## src/rtl/dac_clr_ld_pkg.sv

```systemverilog
package dac_clr_ld_pkg;
  typedef enum logic {ENG_IDLE, ENG_RUN} eng_st_e;

  typedef struct packed {
    logic clr_act;
    logic ld_act;
  } ctl_s;
endpackage

```

## src/rtl/dac_sync.sv

```systemverilog
module dac_sync #(
  parameter int  STAGES  = 2,
  parameter logic RST_VAL = 1'b1
) (
  input  logic clk,
  input  logic rst,
  input  logic d,
  output logic q
);
  logic [STAGES-1:0] sr;

  always_ff @(posedge clk) begin
    if (rst) sr <= {STAGES{RST_VAL}};
    else     sr <= {sr[STAGES-2:0], d};
  end

  assign q = sr[STAGES-1];
endmodule

```

## src/rtl/dac_clr_seq.sv

```systemverilog
module dac_clr_seq
  import dac_clr_ld_pkg::*;
(
  input  logic clk,
  input  logic rst,
  input  logic clr_s,
  input  logic ld_s,
  output ctl_s ctl,
  output logic cleared_nx
);
  logic cleared_q;

  // Load counts only while clear is inactive; the flag falls only on such a load
  always_comb begin
    ctl.clr_act = ~clr_s;
    ctl.ld_act  = ~ld_s & clr_s;
    if (ctl.clr_act)     cleared_nx = 1'b1;
    else if (ctl.ld_act) cleared_nx = 1'b0;
    else                 cleared_nx = cleared_q;
  end

  always_ff @(posedge clk) begin
    if (rst) cleared_q <= 1'b1;
    else     cleared_q <= cleared_nx;
  end
endmodule

```

## src/rtl/dac_upd_engine.sv

```systemverilog
module dac_upd_engine
  import dac_clr_ld_pkg::*;
#(
  parameter int NCH        = 8,
  parameter int DW         = 16,
  parameter int UPD_CYCLES = 6,
  localparam int CHW  = $clog2(NCH),
  localparam int CNTW = $clog2(UPD_CYCLES)
) (
  input  logic           clk,
  input  logic           rst,
  input  logic           wr_en,
  input  logic [CHW-1:0] wr_ch,
  input  logic [DW-1:0]  wr_data,
  output logic           busy,
  output logic           commit,
  output logic [CHW-1:0] commit_ch,
  output logic [DW-1:0]  commit_data
);
  eng_st_e        st_q;
  logic [CNTW-1:0] cnt_q;

  always_ff @(posedge clk) begin
    if (rst) begin
      st_q        <= ENG_IDLE;
      cnt_q       <= '0;
      commit_ch   <= '0;
      commit_data <= '0;
    end else begin
      case (st_q)
        ENG_IDLE: if (wr_en) begin
          st_q        <= ENG_RUN;
          cnt_q       <= CNTW'(UPD_CYCLES - 1);
          commit_ch   <= wr_ch;
          commit_data <= wr_data;
        end
        ENG_RUN: begin
          if (cnt_q == '0) st_q <= ENG_IDLE;
          else             cnt_q <= cnt_q - 1'b1;
        end
        default: st_q <= ENG_IDLE;
      endcase
    end
  end

  assign busy   = (st_q == ENG_RUN);
  assign commit = busy && (cnt_q == '0);
endmodule

```

## src/rtl/dac_chan_bank.sv

```systemverilog
module dac_chan_bank #(
  parameter int NCH = 8,
  parameter int DW  = 16,
  localparam int CHW = $clog2(NCH)
) (
  input  logic              clk,
  input  logic              rst,
  input  logic              commit,
  input  logic [CHW-1:0]    commit_ch,
  input  logic [DW-1:0]     commit_data,
  input  logic              xfer,
  input  logic              cleared_nx,
  output logic [NCH*DW-1:0] code_flat,
  output logic [NCH*DW-1:0] latch_flat
);
  logic [DW-1:0] data_q  [NCH];
  logic [DW-1:0] latch_q [NCH];
  logic [DW-1:0] latch_nx[NCH];
  logic [DW-1:0] code_q  [NCH];

  always_comb begin
    for (int i = 0; i < NCH; i++)
      latch_nx[i] = xfer ? data_q[i] : latch_q[i];
  end

  always_ff @(posedge clk) begin
    for (int i = 0; i < NCH; i++) begin
      if (rst) begin
        data_q[i]  <= '0;
        latch_q[i] <= '0;
        code_q[i]  <= '0;
      end else begin
        if (commit && commit_ch == CHW'(i)) data_q[i] <= commit_data;
        latch_q[i] <= latch_nx[i];
        code_q[i]  <= cleared_nx ? '0 : latch_nx[i];
      end
    end
  end

  for (genvar g = 0; g < NCH; g++) begin : g_flat
    assign code_flat[g*DW +: DW]  = code_q[g];
    assign latch_flat[g*DW +: DW] = latch_q[g];
  end
endmodule

```

## src/rtl/dac_clr_ld_ctrl.sv

```systemverilog
module dac_clr_ld_ctrl
  import dac_clr_ld_pkg::*;
#(
  parameter int NCH         = 8,
  parameter int DW          = 16,
  parameter int UPD_CYCLES  = 6,
  parameter int SYNC_STAGES = 2,
  localparam int CHW = $clog2(NCH)
) (
  input  logic              clk,
  input  logic              rst,
  input  logic              clr_n,
  input  logic              ld_n,
  input  logic              wr_en,
  input  logic [CHW-1:0]    wr_ch,
  input  logic [DW-1:0]     wr_data,
  output logic [NCH*DW-1:0] dac_code,
  output logic              out_en,
  output logic              busy_flag,
  output logic              busy_pd
);
  logic              clr_s, ld_s;
  ctl_s              ctl;
  logic              cleared_nx;
  logic              eng_busy, commit;
  logic [CHW-1:0]    commit_ch;
  logic [DW-1:0]     commit_data;
  logic [NCH*DW-1:0] latch_flat;
  logic              oe_q;

  dac_sync #(.STAGES(SYNC_STAGES), .RST_VAL(1'b1)) u_sync_clr (
    .clk(clk), .rst(rst), .d(clr_n), .q(clr_s));
  dac_sync #(.STAGES(SYNC_STAGES), .RST_VAL(1'b1)) u_sync_ld (
    .clk(clk), .rst(rst), .d(ld_n), .q(ld_s));

  dac_clr_seq u_seq (
    .clk(clk), .rst(rst), .clr_s(clr_s), .ld_s(ld_s),
    .ctl(ctl), .cleared_nx(cleared_nx));

  dac_upd_engine #(.NCH(NCH), .DW(DW), .UPD_CYCLES(UPD_CYCLES)) u_eng (
    .clk(clk), .rst(rst), .wr_en(wr_en), .wr_ch(wr_ch), .wr_data(wr_data),
    .busy(eng_busy), .commit(commit), .commit_ch(commit_ch),
    .commit_data(commit_data));

  dac_chan_bank #(.NCH(NCH), .DW(DW)) u_bank (
    .clk(clk), .rst(rst), .commit(commit), .commit_ch(commit_ch),
    .commit_data(commit_data), .xfer(ctl.ld_act), .cleared_nx(cleared_nx),
    .code_flat(dac_code), .latch_flat(latch_flat));

  always_ff @(posedge clk) begin
    if (rst) oe_q <= 1'b0;
    else     oe_q <= ~cleared_nx;
  end

  // Raw pin gates the enable so the buffer turns off before synchronisation
  assign out_en    = oe_q & clr_n;
  assign busy_flag = eng_busy;
  assign busy_pd   = eng_busy;
endmodule

```

## config.mk

```make
export PLATFORM = sky130hd
export DESIGN_NAME = dac_clr_ld_ctrl
export DESIGN_NICKNAME = d
export VERILOG_FILES = /design/src/rtl/dac_clr_ld_pkg.sv /design/src/rtl/dac_sync.sv /design/src/rtl/dac_clr_seq.sv /design/src/rtl/dac_upd_engine.sv /design/src/rtl/dac_chan_bank.sv /design/src/rtl/dac_clr_ld_ctrl.sv
export SDC_FILE = /design/constraint.sdc
export NUM_CORES = 1
export LEC_CHECK = 0
export BUFFER_PORTS_ARGS = -buffer_cell sky130_fd_sc_hd__buf_2
export CAP_MARGIN = 40
export CELL_PAD_IN_SITES_DETAIL_PLACEMENT = 1
export CELL_PAD_IN_SITES_GLOBAL_PLACEMENT = 2
export CORE_ASPECT_RATIO = 1.1
export CORE_MARGIN = 1
export CORE_UTILIZATION = 41
export DETAILED_ROUTE_END_ITERATION = 6
export GPL_ROUTABILITY_DRIVEN = 0
export PLACE_DENSITY_LB_ADDON = 0.1
export SLEW_MARGIN = 10
export SYNTH_ARGS = -nofsm -noshare
export SYNTH_HDL_FRONTEND = slang
export SYNTH_SLANG_ARGS = --single-unit
```

## constraint.sdc

```tcl
create_clock -name clk -period 4.2 [get_ports clk]
set_input_delay 0.84 -clock clk [delete_from_list [all_inputs] [get_ports clk]]
set_output_delay 0.84 -clock clk [all_outputs]
set_load 0.02 [all_outputs]
```

==> impl_metrics.py, run 1 <==
metrics = {
    "status": {
        "status": "complete, no violations",
    },
    "grt": {
        "grt.overflow.total": 0,
        "first_global_vias": 8360,
        "grt_max_degree": 131,
        "antenna_found_initial": 1,
        "track_usage_pct": 19.6,
        "grt_pass1_wl_um": 48800,
    },
    "logic_synthesis": {
        "postSynthAreaPerCell_um2": 11.8,
        "ys_seq_area_share_pct": 71.8,
        "yosysWarnings": 0,
        "synth_seq_cells": 413,
        "netlist_area_um2": 13300,
        "synthCells": 1128,
        "yosysUniqueCellTypes": 27,
        "synth_fp_nets": 1154,
    },
    "critical_path": {
        "critPathLaunchType": "flip-flop",
        "r2r_cells": 7,
        "r2r_slack_ps": 1930,
        "worstPathArrival_ps": 2490,
        "crit_fanout": 34,
        "endpoint_kind": "flip-flop",
        "reg2reg_to": "u_bank.data_q[2][10]",
        "path_class": "reg -> reg",
        "worst-endpoint-required_ps": 4430,
        "r2r-start": "u_eng.cnt_q[0]",
    },
    "run": {
        "max_cap_violations": 0,
    },
    "power_and_ir_drop": {
        "peakVddDrop_mv": 0.257,
        "power_density_nw_per_um2": 531,
        "p_leak_uw": 0.00704,
        "power_uw": 8440,
    },
    "cells_and_area": {
        "diodes": 0,
        "final_common_cell": "nor2_1",
        "layout_common_cells": "385 x nor2_1, 285 x dfxtp_1, 153 x buf_2",
        "drive_above_1_share_pct": 18.9,
        "nets": 1304,
        "area_growth_syn_to_layout_pct": 19.5,
        "fillers": 3403,
    },
    "detailed_routing": {
        "post_drt_wl_per_cell_um": 18.5,
        "drt-pass1-iter-count": 5,
        "vias_per_cell": 4.77,
        "drt-total-wl_um": 32000,
        "drc_errors": 0,
        "drtIter0Drc": 652,
        "vias": 8256,
        "ant_nets": 0,
    },
    "timing": {
        "worstMarginPinSlew_ps": 800,
        "finalClockSkew_ps": 16.1,
        "rsz0062_at_grt": "no",
        "final.setup.tns_ps": 0,
        "finalWorstSetupSlack_ps": 1930,
        "relSlewSlack_pct": 46.7,
        "hold_viol": 0,
        "slew_violations": 0,
        "post-route-min-period_ps": 2270,
        "finalSetupViolCount": 0,
        "finalCritPeriodShare_pct": 54.0,
        "fmax_mhz": 441,
    },
    "clock_network": {
        "cts.sinks": 413,
        "hold_buffers": 0,
        "root_buffer": "clkbuf_16",
        "cts_buffer_depth": 3,
        "h-tree-depth": 2,
        "cts_setup_buffers": 0,
        "clk_pin_slew_ps": 60,
        "cts_resized": 0,
        "clock_latency_ps": 540,
        "cts_buffers": 43,
        "cts_tree": "built",
    },
    "min_path": {
        "worstHoldEndpoint": "u_sync_ld.sr[1]",
        "hold_start": "u_sync_ld.sr[0]",
        "worstHoldPathCells": 1,
        "hold_path_class": "reg -> reg",
    },
    "floorplanning": {
        "die_area_um2": 33100,
        "core_um2": 31700,
        "fp.dieH_um": 191,
        "num_io_pins": 155,
        "dieWidth_um": 174,
        "rows": 68,
        "initial_core_util_pct": 42.0,
    },
    "placed_design": {
        "post-place-ws_ps": 1530,
        "port_buffers": 154,
        "hpwl_um": 20800,
    },
}
-- cell type report --
cell class / count / area (µm²) / share of cell area [%]
multi-input combinational: 641 / 3360 / 21.1
clock buffer: 66 / 1330 / 8.36
inverter: 5 / 18.8 / 0.118
sequential: 413 / 9550 / 60.1
timing repair buffer: 174 / 968 / 6.09
tap: 420 / 526 / 3.31
clock inverter: 13 / 139 / 0.874
-- Yosys cell counts --
library cell / instances / area [µm²]
or2_2: 4 / 25.0
inv_1: 5 / 18.8
a31oi_1: 1 / 6.26
nand4b_1: 1 / 8.76
and2_1: 1 / 6.26
buf_6: 3 / 33.8
mux2i_1: 128 / 1280
nor2_2: 3 / 18.8
buf_1: 2 / 7.51
a31o_2: 1 / 8.76
nor2b_1: 2 / 12.5
nand3b_1: 1 / 7.51
a32o_1: 1 / 10.0
ha_1: 2 / 25.0
dfxtp_1: 285 / 5710
nor2_1: 385 / 1450
a21oi_1: 21 / 105
or2_1: 1 / 6.26
nand2_1: 75 / 282
o21bai_1: 8 / 60.1
buf_4: 14 / 105
and4bb_2: 1 / 12.5
clkbuf_1: 20 / 75.1
edfxtp_1: 128 / 3840
nand2b_1: 4 / 25.0
or3_1: 1 / 6.26
buf_2: 30 / 150
-- kinds of logic after synthesis --
logic type	Yosys count	share of synthesized area [%]
flops	413	71.8
fa+ha+maj	2	0.188
simple gates	479	14.0
mux	128	9.64
buf+inv	74	2.94
compound gates	32	1.43
-- power breakdown --
part | internal (µW) | switching, µW | total, µW
Clock | 2360 | 1500 | 3870
Sequential | 4210 | 51.7 | 4260
Combinational | 96.3 | 214 | 311
Total | 6670 | 1770 | 8440
-- layer usage --
layer  wire, µm  up-vias  track usage (%)
met5          0        -                0
met4        796        0             6.24
met3       1530       49             3.27
met2      15300      191             32.5
met1      14400     4033             26.3
li1           -     3983                -
-- worst max path at each step --
stage                    from                   end  slack (ps)  cells past startpoint
3_5_place_dp              rst   u_bank.data_q[7][6]        1530                      4
5_1_grt        u_eng.cnt_q[0]  u_bank.data_q[2][10]        1740                      7
2_1_floorplan      u_eng.busy   u_bank.data_q[6][0]        1960                      4
6_report       u_eng.cnt_q[0]  u_bank.data_q[2][10]        1930                      7
3_3_place_gp              rst   u_bank.data_q[1][5]        1530                      4
4_1_cts        u_eng.cnt_q[0]  u_bank.data_q[2][13]        1900                      7
-- stage by stage --
step	instances	hold slack (ps)	area, µm²	util (%)
detailed placement	1653	398	14400	45.6
CTS	1732	413	15900	50.2
finish	1732	410	15900	50.2
floorplan	1128	389	13300	-
global placement	1652	394	14400	45.5
global route	1732	424	15900	50.2
-- sequential cells by signal (all words and copies together) (netlist names) --
name / cells
u_eng.commit_ch: 3
u_eng.commit_data: 16
u_bank.code_q: 128
u_bank.latch_q: 128
u_seq.cleared_q: 1
oe_q: 1
u_eng.cnt_q: 3
u_sync_ld.sr: 2
u_bank.data_q: 128
u_eng.busy: 1
u_sync_clr.sr: 2
-- critical path, stage by stage, from the launching register on --
cell	delay (ps)
dfxtp_1	310
inv_1	90
ha_1	210
nand4b_1	120
nand2b_1	160
buf_4	240
o21bai_1	530
buf_4	300
(Power assumes the default switching activity.)
==> run 2, diff against run 1 <==
CORE_UTILIZATION = 35   (was 41)
clock period = 1.9 ns   (was 4.2 ns; I/O delays follow)
==> run 2 against run 1 <==
  * Critical path depth is 1 lower
  * Clock power increased by 110%
  * Clock skew decreased by 4.5 ps
  * Sequential share of layout area decreased by 2.1 points
  * Combinational power grew to 2.6 times the previous value
  * Maximum frequency increased by 28%
  * First-iteration DRC count shrank 36%
  * Setup slack worse by 1800 ps
  * Sequential power up 120%
  * Via count is 0.52% higher
  * Die area rose by 17%
  * Critical path type unchanged
  * Largest power group unchanged
==> impl_metrics.py, run 2 (same netlist as run 1, synthesis figures left out) <==
metrics = {
    "placed_design": {
        "post-place-ws_ps": 147,
        "hpwl_um": 22400,
        "port_buffers": 154,
        "placed_cells": 1780,
    },
    "detailed_routing": {
        "drtIter0Drc": 415,
        "drt-pass1-iter-count": 4,
        "drt-total-wl_um": 33100,
        "ant_nets": 0,
        "post_drt_wl_per_cell_um": 17.8,
        "vias_per_cell": 4.46,
        "drc_errors": 0,
        "vias": 8299,
    },
    "cells_and_area": {
        "drive_above_1_share_pct": 22.4,
        "fillers": 4029,
        "seq_area_um2": 9550,
        "nets": 1357,
        "area_growth_syn_to_layout_pct": 23.9,
        "layout_common_cells": "385 x nor2_1, 285 x dfxtp_1, 153 x buf_2",
        "top_regs": "u_bank.code_q (128), u_bank.data_q (128), u_bank.latch_q (128)",
        "fin_cells": 1859,
        "fin_util_pct": 44.1,
        "final_common_cell": "nor2_1",
        "multi_input_area_um2": 3400,
        "diodes": 0,
    },
    "floorplanning": {
        "num_io_pins": 155,
        "core_um2": 37300,
        "die_area_um2": 38800,
        "rows": 74,
        "initial_core_util_pct": 35.6,
        "fp.dieH_um": 206,
        "dieWidth_um": 188,
    },
    "clock_network": {
        "cts.sinks": 413,
        "clock_latency_ps": 540,
        "cts_buffer_depth": 3,
        "hold_buffers": 0,
        "h-tree-depth": 2,
        "clk_pin_slew_ps": 60,
        "root_buffer": "clkbuf_16",
        "cts_tree": "built",
        "cts_setup_buffers": 0,
        "cts_buffers": 43,
    },
    "timing": {
        "post-route-min-period_ps": 1770,
        "rsz0062_at_grt": "no",
        "holdWs_ps": 30.4,
        "hold_viol": 0,
        "fmax_mhz": 566,
        "finalClockSkew_ps": 11.6,
        "finalSetupViolCount": 0,
        "finalCritPeriodShare_pct": 93.1,
        "finalWorstSetupSlack_ps": 132,
        "relSlewSlack_pct": 64.3,
        "worstMarginPinSlew_ps": 521,
        "slew_violations": 0,
    },
    "grt": {
        "track_usage_pct": 17.3,
        "grt_pass1_wl_um": 49800,
        "grt.met2_usage_pct": 27.7,
        "grt_max_degree": 47,
        "grt.overflow.total": 0,
        "grtUsageMet1_pct": 23.9,
        "antenna_found_initial": 0,
        "first_global_vias": 8402,
        "top_usage_layer": "met2",
        "grtUsageMet3_pct": 2.90,
    },
    "critical_path": {
        "crit_slowest_cell": "buf_4",
        "path_cells": "inv_1 > ha_1 > and4bb_2 > nand2_1 > buf_4 > nor2_1",
        "r2r_cells": 6,
        "path_depth": 6,
        "path_delay_family": "simple AND/OR/NAND/NOR gates",
        "critPathLaunchType": "flip-flop",
        "cp_num_buf_inv": 2,
        "cpPeakStageDelay_ps": 340,
        "endpoint_kind": "flip-flop",
        "worst-endpoint-required_ps": 2180,
        "worstPathArrival_ps": 2040,
        "path_class": "reg -> reg",
        "crit_fanout": 31,
    },
    "power_and_ir_drop": {
        "p_leak_uw": 0.00731,
        "peakVddDrop_mv": 0.660,
        "power_uw": 18300,
        "power_density_nw_per_um2": 1110,
    },
    "min_path": {
        "hold_path_class": "in -> reg",
        "worstHoldPathCells": 2,
    },
    "run": {
        "max_cap_violations": 0,
    },
    "status": {
        "status": "complete, no violations",
    },
}
[run 2: changes by cell type in the layout (fill, tap and decap cells not counted), sizes merged]
cell / before / now
buf: 174 / 227
bufinv: 3 / 0
clkbuf: 66 / 67
clkinv: 9 / 11
[run 2: stage by stage]
| stage | instance area [µm²] | TNS [ps] |
|---|---|---|
| after detailed placement | 15100 | 0 |
| after global placement | 15100 | 0 |
| final | 16500 | 0 |
| after global routing | 16500 | 0 |
| after floorplan | 13300 | -8710 |
| after CTS | 16500 | 0 |
[run 2: path summary, 6_finish.rpt]
path / slack (ps) / to / startpoint
max: 130 / u_bank.data_q[1][2] / u_eng.cnt_q[0]
min: 30 / u_sync_ld.sr[0] / ld_n
max reg2reg: 130 / u_bank.data_q[1][2] / u_eng.cnt_q[0]
min reg2reg: 410 / u_sync_clr.sr[1] / u_sync_clr.sr[0]
[run 2: final cells by class]
cell class                 count  share of cell area [%]
clock buffer                  67                    7.95
clock inverter                12                   0.350
inverter                       5                   0.114
multi-input combinational    641                    20.6
sequential                   413                    58.0
tap                          494                    3.75
timing repair buffer         227                    9.19
[run 2: worst register-to-register path, cell delays in order, from the launching register on]
cell and delay, ps:
dfxtp_1 330, inv_1 70, ha_1 240, and4bb_2 260
nand2_1 150, buf_4 340, nor2_1 110
[run 2: per-layer routing]
| layer | share of wire, % | vias up |
|---|---|---|
| met4 | 2.3 | 0 |
| met3 | 4.5 | 54 |
| li1 | - | 4066 |
| met5 | 0 | - |
| met1 | 48 | 4013 |
| met2 | 46 | 166 |
[run 2: power breakdown]
part / internal, µW / switching (µW) / total [µW] / leakage, µW
Clock: 4720 / 3320 / 8050 / 0.000674
Combinational: 298 / 520 / 818 / 0.00300
Sequential: 9310 / 98.4 / 9400 / 0.00363
[run 2: what timing repair did]
action,4_1_cts,5_1_grt
hold endpoints to repair,0,0
gates resized for setup,0,1
setup endpoints to repair,0,1
==> run 3, diff against run 2 <==
CORE_ASPECT_RATIO = default   (was 1.1)
==> run 3 against run 2 <==
  * Total power grew 1.1%
  * Die area barely moved
  * Sequential share of layout area up 0.075 points
  * Final cell count up 0.54%
  * Sequential cell count unchanged
  * Largest cell class unchanged
  * Largest power group unchanged
  * Highest routed layer unchanged
==> impl_metrics.py, run 3 (same netlist as run 1, synthesis figures left out) <==
metrics = {
    "status": {
        "status": "complete, no violations",
    },
    "clock_network": {
        "cts_buffer_depth": 3,
        "h-tree-depth": 2,
        "cts.sinks": 413,
        "cts_buffers": 44,
        "clk_pin_slew_ps": 60,
        "root_buffer": "clkbuf_16",
        "cts_tree": "built",
        "clock_latency_ps": 540,
    },
    "timing": {
        "finalWorstSetupSlack_ps": 148,
        "final.setup.tns_ps": 0,
        "hold_viol": 0,
        "finalSetupViolCount": 0,
        "relSlewSlack_pct": 56.7,
        "finalCritPeriodShare_pct": 92.2,
        "rsz0062_at_grt": "no",
        "worstMarginPinSlew_ps": 649,
        "slew_violations": 0,
        "post-route-min-period_ps": 1750,
        "finalClockSkew_ps": 12.0,
        "fmax_mhz": 571,
    },
    "critical_path": {
        "crit_fanout": 28,
        "endpoint_kind": "flip-flop",
        "worstPathArrival_ps": 2020,
        "worst-endpoint-required_ps": 2170,
        "critPathLaunchType": "flip-flop",
        "path_class": "reg -> reg",
    },
    "power_and_ir_drop": {
        "peakVddDrop_mv": 0.518,
        "p_leak_uw": 0.00728,
        "power_uw": 18500,
        "power_density_nw_per_um2": 1120,
    },
    "grt": {
        "grt_pass1_wl_um": 51100,
        "first_global_vias": 8369,
        "grt_max_degree": 73,
        "grt.overflow.total": 0,
        "antenna_found_initial": 0,
        "track_usage_pct": 17.7,
    },
    "placed_design": {
        "place_area_um2": 15000,
        "hpwl_um": 22800,
        "placed_cells": 1788,
        "port_buffers": 154,
        "post-place-ws_ps": 126,
    },
    "cells_and_area": {
        "drive_above_1_share_pct": 22.2,
        "layout_common_cells": "385 x nor2_1, 285 x dfxtp_1, 153 x buf_2",
        "area_growth_syn_to_layout_pct": 23.7,
        "nets": 1350,
        "diodes": 0,
        "top_regs": "u_bank.code_q (128), u_bank.data_q (128), u_bank.latch_q (128)",
        "final_common_cell": "nor2_1",
        "fin_area_um2": 16400,
        "fin_cells": 1869,
    },
    "detailed_routing": {
        "wl_met3_um": 1960,
        "drtIter0Drc": 442,
        "post_drt_wl_per_cell_um": 18.0,
        "m1WireLength_um": 16300,
        "drc_errors": 0,
        "ant_nets": 0,
        "wl_met2_um": 14800,
        "routed.top_layer": "met4",
        "vias": 8292,
        "drt-total-wl_um": 33600,
        "drt-pass1-iter-count": 4,
        "vias_per_cell": 4.44,
    },
    "floorplanning": {
        "die_area_um2": 38800,
        "rows": 71,
        "num_io_pins": 155,
        "core_um2": 37500,
        "initial_core_util_pct": 35.5,
        "fp.dieH_um": 197,
        "dieWidth_um": 197,
    },
    "min_path": {
        "hold_path_class": "in -> reg",
    },
    "run": {
        "max_cap_violations": 0,
    },
}
==> run 3: changes by cell type in the layout (fill, tap and decap cells not counted), moves of 2 or more <==
cell	change
buf_12	-2
buf_4	-8
clkbuf_1	-2
clkbuf_8	-3
clkinv_1	-2
clkinv_2	+2
==> run 3: worst paths after layout <==
kind	from	end	slack [ps]	cells past startpoint
setup / recovery	u_eng.cnt_q[0]	u_bank.data_q[5][10]	150	6
setup reg to reg	u_eng.cnt_q[0]	u_bank.data_q[5][10]	150	6
hold reg to reg	u_sync_clr.sr[0]	u_sync_clr.sr[1]	410	1
hold / removal	clr_n	u_sync_clr.sr[0]	40	2
==> run 3: per-stage QoR <==
step | hold WS (ps) | util (%)
floorplan | 389 | -
global placement | 393 | 40.1
detailed placement | 395 | 40.1
CTS | 9.97 | 43.8
global route | 31.2 | 43.9
finish | 38.3 | 43.9
==> run 3: metal layers <==
metal  global-route usage, %  vias to the layer above
met5                       0                        -
li1                        -                     4064
met2                    26.7                      181
met1                    26.0                     4006
met3                    3.25                       41
met4                    4.31                        0
==> run 3: where the power goes <==
group | switching [µW] | internal, µW
logic | 512 | 284
clock network | 3410 | 4850
registers | 105 | 9310
==> run 3: critical path: stages, from the launching register on <==
cell and delay, ps:
dfxtp_1 330, inv_1 70, ha_1 240, and4bb_2 250, nand2_1 170, buf_4 330, nor2_1 90
==> run 3: what timing repair did <==
| item | 4_1_cts | 5_1_grt |
|---|---|---|
| resized for setup | 0 | 2 |
| hold buffers | 1 | 0 |
| hold endpoints to repair | 1 | 0 |
| buffers inserted | 0 | 0 |
| setup endpoints to repair | 0 | 12 |
==> run 3: layout make-up <==
| cell class | count | area (µm²) |
|---|---|---|
| repair buffers | 219 | 1430 |
| flip-flops and latches | 413 | 9550 |
| multi-input cells | 641 | 3400 |
| clock buffers | 64 | 1290 |
| clock inverters | 16 | 113 |
| well taps | 511 | 639 |
| fillers | 4056 | 21000 |
| inverters | 5 | 18.8 |
